===== src/rtl/hcv_pkg.sv =====
package hcv_pkg;

  localparam int HALF_W = 16;
  localparam int EXP_W  = 5;
  localparam int MAN_W  = 10;
  localparam int BIAS   = (1 << (EXP_W - 1)) - 1;
  // fixed-point fraction bits so the smallest subnormal lands on an integer
  localparam int FRAC_W = BIAS + MAN_W - 1;
  // widest shifted significand: largest finite exponent minus one
  localparam int FX_W   = MAN_W + 1 + ((1 << EXP_W) - 3);
  localparam int IPART_W = FX_W - FRAC_W;
  localparam int MAG_W  = IPART_W + 1;

  typedef enum logic [1:0] {
    RM_NEAR = 2'b00,
    RM_DOWN = 2'b01,
    RM_UP   = 2'b10,
    RM_ZERO = 2'b11
  } rmode_e;

  typedef struct packed {
    logic             neg;
    logic             special;
    logic             lossy;
    logic [MAG_W-1:0] mag;
  } conv_t;

  // decides whether the truncated magnitude must be bumped by one
  function automatic logic need_inc(rmode_e rm, logic neg, logic lsb,
                                    logic half, logic sticky);
    logic any;
    any = half | sticky;
    case (rm)
      RM_NEAR: need_inc = half & (sticky | lsb);
      RM_DOWN: need_inc = neg & any;
      RM_UP:   need_inc = ~neg & any;
      default: need_inc = 1'b0;
    endcase
  endfunction

  // shift amount that places the significand on the fixed-point grid
  function automatic logic [EXP_W-1:0] grid_shift(logic [EXP_W-1:0] ex);
    grid_shift = (ex == '0) ? '0 : ex - EXP_W'(1);
  endfunction

endpackage


===== src/rtl/hcv_mode_sel.sv =====
module hcv_mode_sel
  import hcv_pkg::*;
(
  input  logic [1:0] glob_rc,
  input  logic [1:0] emb_rc,
  input  logic       rc_override,
  input  logic       src_is_reg,
  output rmode_e     rm
);

  logic use_emb;
  assign use_emb = src_is_reg & rc_override;
  assign rm      = use_emb ? rmode_e'(emb_rc) : rmode_e'(glob_rc);

endmodule


===== src/rtl/hcv_unpack_round.sv =====
module hcv_unpack_round
  import hcv_pkg::*;
(
  input  logic [HALF_W-1:0] half_in,
  input  rmode_e            rm,
  output conv_t             cv
);

  logic [EXP_W-1:0]   ex;
  logic [MAN_W-1:0]   man;
  logic [MAN_W:0]     sig;
  logic [FX_W-1:0]    fx;
  logic [IPART_W-1:0] ipart;
  logic [FRAC_W-1:0]  frac;
  logic               half_bit;
  logic               sticky;
  logic               inc;

  assign ex       = half_in[HALF_W-2 -: EXP_W];
  assign man      = half_in[MAN_W-1:0];
  assign sig      = {|ex, man};
  assign fx       = FX_W'(sig) << grid_shift(ex);
  assign ipart    = fx[FX_W-1:FRAC_W];
  assign frac     = fx[FRAC_W-1:0];
  assign half_bit = frac[FRAC_W-1];
  assign sticky   = |frac[FRAC_W-2:0];
  assign inc      = need_inc(rm, half_in[HALF_W-1], ipart[0], half_bit, sticky);

  always_comb begin
    cv.neg     = half_in[HALF_W-1];
    cv.special = &ex;
    cv.lossy   = half_bit | sticky;
    cv.mag     = MAG_W'(ipart) + MAG_W'(inc);
  end

endmodule


===== src/rtl/hcv_range_pack.sv =====
module hcv_range_pack
  import hcv_pkg::*;
#(
  parameter int INT_W    = 64,
  parameter int NARROW_W = 32
) (
  input  conv_t             cv,
  input  logic              wide,
  input  logic              inv_mask,
  output logic [INT_W-1:0]  res,
  output logic              invalid,
  output logic              inexact,
  output logic              flt
);

  localparam int EXT_W = INT_W + 1;

  logic [EXT_W-1:0] mag_x;
  logic [EXT_W-1:0] lim;
  logic             over;
  logic [INT_W-1:0] sval;
  logic [INT_W-1:0] indef;

  assign mag_x   = EXT_W'(cv.mag);
  assign lim     = wide ? (EXT_W'(1) << (INT_W - 1)) : (EXT_W'(1) << (NARROW_W - 1));
  assign over    = cv.neg ? (mag_x > lim) : (mag_x >= lim);
  assign sval    = cv.neg ? (~mag_x[INT_W-1:0] + INT_W'(1)) : mag_x[INT_W-1:0];
  assign indef   = wide ? (INT_W'(1) << (INT_W - 1)) : (INT_W'(1) << (NARROW_W - 1));
  assign invalid = cv.special | over;
  assign inexact = cv.lossy & ~invalid;
  assign flt     = invalid & ~inv_mask;

  always_comb begin
    if (flt)          res = '0;
    else if (invalid) res = indef;
    else if (wide)    res = sval;
    else              res = INT_W'(sval[NARROW_W-1:0]);
  end

endmodule


===== src/rtl/hcv_top.sv =====
module hcv_top
  import hcv_pkg::*;
#(
  parameter int VEC_W    = 128,
  parameter int INT_W    = 64,
  parameter int NARROW_W = 32
) (
  input  logic             clk,
  input  logic             rst_n,
  input  logic             in_valid,
  input  logic [VEC_W-1:0] src_vec,
  input  logic [1:0]       glob_rc,
  input  logic [1:0]       emb_rc,
  input  logic             rc_override,
  input  logic             src_is_reg,
  input  logic             long_mode,
  input  logic             wide_op,
  input  logic             inv_mask,
  output logic             out_valid,
  output logic [INT_W-1:0] result,
  output logic             result_wide,
  output logic             flag_invalid,
  output logic             flag_inexact,
  output logic             fault,
  output logic             wr_en
);

  rmode_e           rm_sel;
  conv_t            cv;
  logic             wide_sel;
  logic [INT_W-1:0] res_c;
  logic             inv_c;
  logic             inx_c;
  logic             flt_c;
  logic             unused_lanes;

  assign unused_lanes = ^src_vec[VEC_W-1:HALF_W];
  assign wide_sel     = long_mode & wide_op;

  hcv_mode_sel u_mode (
    .glob_rc     (glob_rc),
    .emb_rc      (emb_rc),
    .rc_override (rc_override),
    .src_is_reg  (src_is_reg),
    .rm          (rm_sel)
  );

  hcv_unpack_round u_conv (
    .half_in (src_vec[HALF_W-1:0]),
    .rm      (rm_sel),
    .cv      (cv)
  );

  hcv_range_pack #(.INT_W(INT_W), .NARROW_W(NARROW_W)) u_pack (
    .cv       (cv),
    .wide     (wide_sel),
    .inv_mask (inv_mask),
    .res      (res_c),
    .invalid  (inv_c),
    .inexact  (inx_c),
    .flt      (flt_c)
  );

  always_ff @(posedge clk or negedge rst_n) begin
    if (!rst_n) begin
      out_valid    <= 1'b0;
      result       <= '0;
      result_wide  <= 1'b0;
      flag_invalid <= 1'b0;
      flag_inexact <= 1'b0;
      fault        <= 1'b0;
      wr_en        <= 1'b0;
    end else begin
      out_valid <= in_valid;
      wr_en     <= in_valid & ~flt_c;
      if (in_valid) begin
        result       <= res_c;
        result_wide  <= wide_sel;
        flag_invalid <= inv_c;
        flag_inexact <= inx_c;
        fault        <= flt_c;
      end else begin
        flag_invalid <= 1'b0;
        flag_inexact <= 1'b0;
        fault        <= 1'b0;
      end
    end
  end

endmodule


===== config.mk =====
export PLATFORM = sky130hd
export DESIGN_NAME = hcv_top
export DESIGN_NICKNAME = d
export VERILOG_FILES = /design/src/rtl/hcv_pkg.sv /design/src/rtl/hcv_mode_sel.sv /design/src/rtl/hcv_unpack_round.sv /design/src/rtl/hcv_range_pack.sv /design/src/rtl/hcv_top.sv
export SDC_FILE = /design/constraint.sdc
export NUM_CORES = 1
export LEC_CHECK = 0
export BUFFER_PORTS_ARGS = -buffer_cell sky130_fd_sc_hd__buf_2
export CAP_MARGIN = 40
export CORE_UTILIZATION = 52
export CTS_CLUSTER_SIZE = 20
export DETAILED_ROUTE_END_ITERATION = 8
export PLACE_DENSITY_LB_ADDON = 0.05
export SLEW_MARGIN = 20
export SYNTH_ARGS = -nofsm -noshare
export SYNTH_HDL_FRONTEND = slang
export SYNTH_SLANG_ARGS = --single-unit
export TNS_END_PERCENT = 50

===== constraint.sdc =====
create_clock -name clk -period 1.8 [get_ports clk]
set_input_delay 0 -clock clk [delete_from_list [all_inputs] [get_ports clk]]
set_output_delay 0 -clock clk [all_outputs]
set_load 0.05 [all_outputs]

# Word level (Yosys, flattened, before mapping)
# Cells that the tools add are included.
dict set report classes {
  n_addsub 3
  n_lt_le_gt_ge 2
  eq_ne 2
  shift 1
  muxes 13
  bitwise_logic 16
  reduce_logical 5
}
# op count
set ops {}
lappend ops {{$mux W64} 6}
lappend ops {{$ge A17 B65 Y1} 1}
lappend ops {{$gt A17 B65 Y1} 1}
lappend ops {{$add A64 B1 Y64 const B} 1}
lappend ops {{$not A17 Y64} 1}
lappend ops {{$shl A11 B5 Y40} 1}
lappend ops {{$reduce_or A23 Y1} 1}
lappend ops {{$add A16 B1 Y17} 1}
lappend ops {{$and A1 B1 Y1} 8}
lappend ops {{$logic_not A5 Y1} 1}
lappend ops {{$mux W5} 1}
lappend ops {{$reduce_and A5 Y1} 1}
lappend ops {{$reduce_or A5 Y1} 1}
lappend ops {{$sub A5 B1 Y5 const B} 1}
lappend ops {{$mux W1} 4}
lappend ops {{$not A1 Y1} 4}
lappend ops {{$or A1 B1 Y1} 3}
lappend ops {{$pmux W1 S3} 1}
lappend ops {{$eq A2 B1 Y1 const B} 1}
lappend ops {{$eq A2 B2 Y1 const B} 1}
lappend ops {{$logic_not A2 Y1} 1}
lappend ops {{$mux W2} 1}
dict set report word_totals {
  ff_bits 70
  inputBits 140
  out_inout_bits 70
  word_cells 49
}

# Depth between registers and ports, before layout
dict set report logic_depth {
  word_depth 14
  depth_mapped 29
  depth_no_buf 26
}

# Cells and area by module
# Synthesis repeated with hierarchy kept, for this count alone.
dict set report hier_totals {
  hier_cells 518
  hier_area_um2 5121.2
}
# module n_inst cells_per_inst area_per_inst_um2 seq_area_each_um2
set modules_own_cells {}
lappend modules_own_cells {hcv_top 1 148 2596.2 1751.7}
lappend modules_own_cells {hcv_unpack_round 1 233 1581.5 0.0}
lappend modules_own_cells {hcv_range_pack 1 134 917.1 0.0}
lappend modules_own_cells {hcv_mode_sel 1 3 26.3 0.0}

# Worst setup path before layout
# OpenSTA, ideal clock, no wires.
dict set report synth_path {
  path_kind {input to register}
  start {input src_vec[10]}
  end {register result[16]}
  setup_time_ps 136
  arrival_ps 5270
  required_time_ps 1664
  path_slack_ps -3606
  cell_stages 28
  path_buffers 3
  path_cell_list {inv_1 -> ha_1 -> buf_2 -> or4b_1 -> buf_2 -> buf_6 -> a32o_1 -> nor2_1 -> o21ai_0 -> a31oi_1 -> nor2_1 -> a21oi_1 -> nor4_1 -> o21ai_0 -> nand3_1 -> a221oi_1 -> ha_1 -> inv_1 -> a2111oi_0 -> a21oi_1 -> nor4b_4 -> a31o_1 -> nand3_1 -> or4b_4 -> nor2_1 -> ha_1 -> nand4_1 -> o21ai_0}
}
dict set report synth_via {
  elab_chain_cells 14
  elab_cells_between_ends 25
  cone_classes {add/sub: 3; order compare: 2; shift: 1; mux: 7; bitwise: 8; reduce/logical: 4}
}
# item line_no
set synth_lines {}
lappend synth_lines {{from (decl)} hcv_top.sv:11} ;# input logic [VEC_W-1:0] src_vec,
lappend synth_lines {{$sub A5 B1 Y5 / $logic_not A5 Y1 (equally long branches)} hcv_pkg.sv:43} ;# grid_shift = (ex == '0) ? '0 : ex - EXP_W'(1);
lappend synth_lines {{$mux W5} hcv_pkg.sv:43}
lappend synth_lines {{$shl A11 B5 Y40} hcv_unpack_round.sv:22} ;# assign fx = FX_W'(sig) << grid_shift(ex);
lappend synth_lines {{$reduce_or A23 Y1} hcv_unpack_round.sv:26} ;# assign sticky = |frac[FRAC_W-2:0];
lappend synth_lines {{$or A1 B1 Y1 (on tied branches)} {hcv_pkg.sv:32, hcv_pkg.sv:34}}
lappend synth_lines {{$and A1 B1 Y1 (on tied branches)} {hcv_pkg.sv:36, hcv_pkg.sv:34, hcv_pkg.sv:35}}
lappend synth_lines {{$pmux W1 S3} hcv_pkg.sv:33} ;# case (rm)
lappend synth_lines {{$add A16 B1 Y17} hcv_unpack_round.sv:33} ;# cv.mag = MAG_W'(ipart) + MAG_W'(inc);
lappend synth_lines {{$not A17 Y64} hcv_range_pack.sv:27} ;# assign sval = cv.neg ? (~mag_x[INT_W-1:0] + INT_W'(1)) : mag_x[INT_W-1:0];
lappend synth_lines {{$add A64 B1 Y64} hcv_range_pack.sv:27}
lappend synth_lines {{$mux W64} hcv_range_pack.sv:27}
lappend synth_lines {{$mux W64} hcv_range_pack.sv:36} ;# else if (wide) res = sval;
lappend synth_lines {{$mux W64} hcv_range_pack.sv:35} ;# else if (invalid) res = indef;
lappend synth_lines {{$mux W64 *} hcv_range_pack.sv:34} ;# if (flt) res = '0;
lappend synth_lines {{to (signal assigned)} hcv_top.sv:77} ;# result <= res_c;
lappend synth_lines {{to (decl)} hcv_top.sv:20} ;# output logic [INT_W-1:0] result,
# Every way passes the cells marked *; elsewhere a longest branch is shown, timed or not.
# A chain may end at the register's enable or synchronous reset.

# Worst setup path after layout
dict set report layout_path {
  start {input src_vec[10]}
  end {register result[15]}
}
# The elaborated chain is that of the path after synthesis.

==> results.ini <==
[worst_hold_path]
holdPathEnd = out_valid
hold-path-cell-count = 1
hp-class = in -> reg
min-delay-start = in_valid

[route]
wl_per_cell_um = 18.6
viasPerCell = 6.00
detail-route-antenna-nets = 0
drt-pass1-iter-count = 8
drt_iter0_markers = 329
num_vias = 5162
drc = 0
routed_wl_mm = 16.0

[sta]
report.final.slew_viol_count = 0
fin_crit_ns = 4.67
worst_pin_slew_ns = 0.607
worst_slack_ns = -2.87
setup_viol = 50
hold_violations = 0
slew_headroom_pct = 58.5
skew_ns = 0
finalCritPeriodShare_pct = 259
finalSetupTns_ns = -129.22
clock.fmax_mhz = 214
rsz0062_at_grt = yes
hold_ws_ns = 0.0629

[clock_network]
cts_tree = yes
cts_num_sinks = 55
clkLatencyLatePin_ns = 0.31
clockBufferDepth = 2
cts_buffers = 5
cts-htree-levels = 2
root_buffer = clkbuf_8
cts.clk_slew.worst_paths_ns = 0.10

[synth]
synth_fa_ha_area_share_pct = 2.61
synthSimpleGateAreaFrac_pct = 20.4
synthCells = 525
avgSynthCellArea_um2 = 8.22
synth.largest_area_cell = dfrtp_1
syn_area_um2 = 4320
synth_area_leaders = dfrtp_1 32%, o21ai_0 6.5%, inv_1 4.3%
yosysSeqAreaShare_pct = 31.9
synth_xor_xnor_area_share_pct = 4.67
synth_edf_count = 0
ys_ff_latch = 55
yosysWarnings = 0
synth_cell_types = 78
synth_top_area_share_pct = 31.9
async_flop_share_pct = 100
synth_ff_type = dfrtp_1
muxShareOfSynthArea_pct = 2.58
synth_top_family_by_area = compound AO/OA/AOI/OAI gates
synth-compound-area-share_pct = 27.7
syn_nets = 674

[die]
die_w_um = 93.1
num_rows = 32
die_h_um = 93.1
core_area_um2 = 7890
dieArea_um2 = 8670
start_util_pct = 54.7
io_pins = 210

[layout]
fill_cells = 509
final_util_pct = 82.5
num-nets-final = 906
final_cell_mix = 167 x buf_4, 96 x buf_2, 55 x dfrtp_1
mostFrequentLayoutCell = buf_4
final_cells = 861
drive_above_1_share_pct = 47.0
stdcell_area_um2 = 6510
area_growth_pct = 50.7

[setup_path]
crit_fanout = 9
critPathMaxStageDelay_ns = 0.53
ff2ff_setup_slack_ns = 0.94
cp-startpoint = src_vec[10]
cp_slowest_cell = or4b_4
critPathLaunchType = input pin
r2r-start = result[7]
crit_type = in -> reg
path_buf_inv = 5
crit_family = simple AND/OR/NAND/NOR gates
r2r-end = result[7]
r2r_cells = 2
required_ns = 1.99
end_kind = flip-flop
cp.arrival_ns = 4.86

[placement]
postPlaceCellArea_um2 = 5970
dp_cells = 839
post-dp-hpwl_mm = 11.2
gp_congestion = 0.983
dpl_worst_slack_ns = -3.25
io_buffer_count = 97

[global_route]
grt_use_total_pct = 36.4
grt_pass1_vias = 5007
antenna_found_initial = 1
grt_pass1_wl_mm = 24.8
grt_max_degree = 31
overflow = 0

[power_and_ir_drop]
total_power_mw = 5.38
p_leak_nw = 3.17
vdd_drop_max_mv = 0.513
powerDensity_nw_per_um2 = 827

[outcome]
violations = negative setup slack
outcome = finished with violations

[flow_run]
maxCapViolCount = 0

## Yosys cell counts, types with 4 or more instances
master and number:
o21ai_0 56, dfrtp_1 55, inv_1 49, nand2_1 40
nor2_1 30, xnor2_1 18, buf_4 16, clkbuf_1 16
nor3_1 15, nand3_1 14, a21oi_1 13, and2_1 11
a22o_1 10, buf_2 10, mux2i_1 10, ha_1 9
nor2b_1 8, o21ai_1 7, o22ai_1 7, a211oi_1 6
nand2b_1 6, a211o_1 5, a31o_2 5, nand4_1 5
xor2_1 5, a2111oi_0 4, a22oi_1 4, a31oi_1 4
nor4_1 4, or2_2 4
## registers in the layout, summed over array words and instances (netlist names)
| name | count |
|---|---|
| result | 49 |
| wr_en | 1 |
| result_wide | 1 |
| flag_invalid | 1 |
| out_valid | 1 |
| fault | 1 |
| flag_inexact | 1 |
## what timing repair did
action,in CTS,in global routing
gates resized for setup,66,31
setup endpoints to repair,50,50
pin swaps,23,10
hold endpoints to repair,27,0
hold buffers,2,0
buffers inserted,7,4
## power breakdown
group,total (mW),internal (mW),leakage (nW),switching [mW]
Sequential,1.51,1.40,0.708,0.104
Clock,0.963,0.556,0.0654,0.407
Combinational,2.91,1.07,2.39,1.83
Total,5.38,3.03,3.17,2.35
## cells by family after synthesis
logic type                 count (synthesis)
AOI/OAI and AO/OA                        170
and+or+nand+nor                          161
buffers and inverters                     95
DFF                                       55
xor gates and xnor gates                  23
muxes                                     11
adders and majority gates                  9
other                                      1
## how the worst max path moves through the flow
stage	depth (start not counted)	to	slack, ns
global placement	28	result[16]	-3.12
detailed placement	25	result[23]	-3.25
CTS	25	result[31]	-2.79
global route	27	result[48]	-3.01
finish	25	result[15]	-2.87
floorplan	26	result[31]	-2.94
## layer usage
layer	up-vias	routed length [um]	track usage [%]
li1	2343	-	-
met1	2499	6400	44.6
met3	50	1040	5.20
met5	-	0	0
met4	0	548	17.4
met2	270	8020	62.7
## layout make-up
cell class                      instances  area (um2)  area share, %
Antenna cell                            1        2.50         0.0385
Clock buffer                            6        72.6           1.12
Clock inverter                          2        60.1          0.923
Inverter                               49         188           2.88
Multi-Input combinational cell        375        2850           43.8
Sequential cell                        55        1380           21.2
Tap cell                              102         128           1.96
Timing Repair Buffer                  271        1830           28.1
Note: power is estimated with default switching activity, not from simulation.
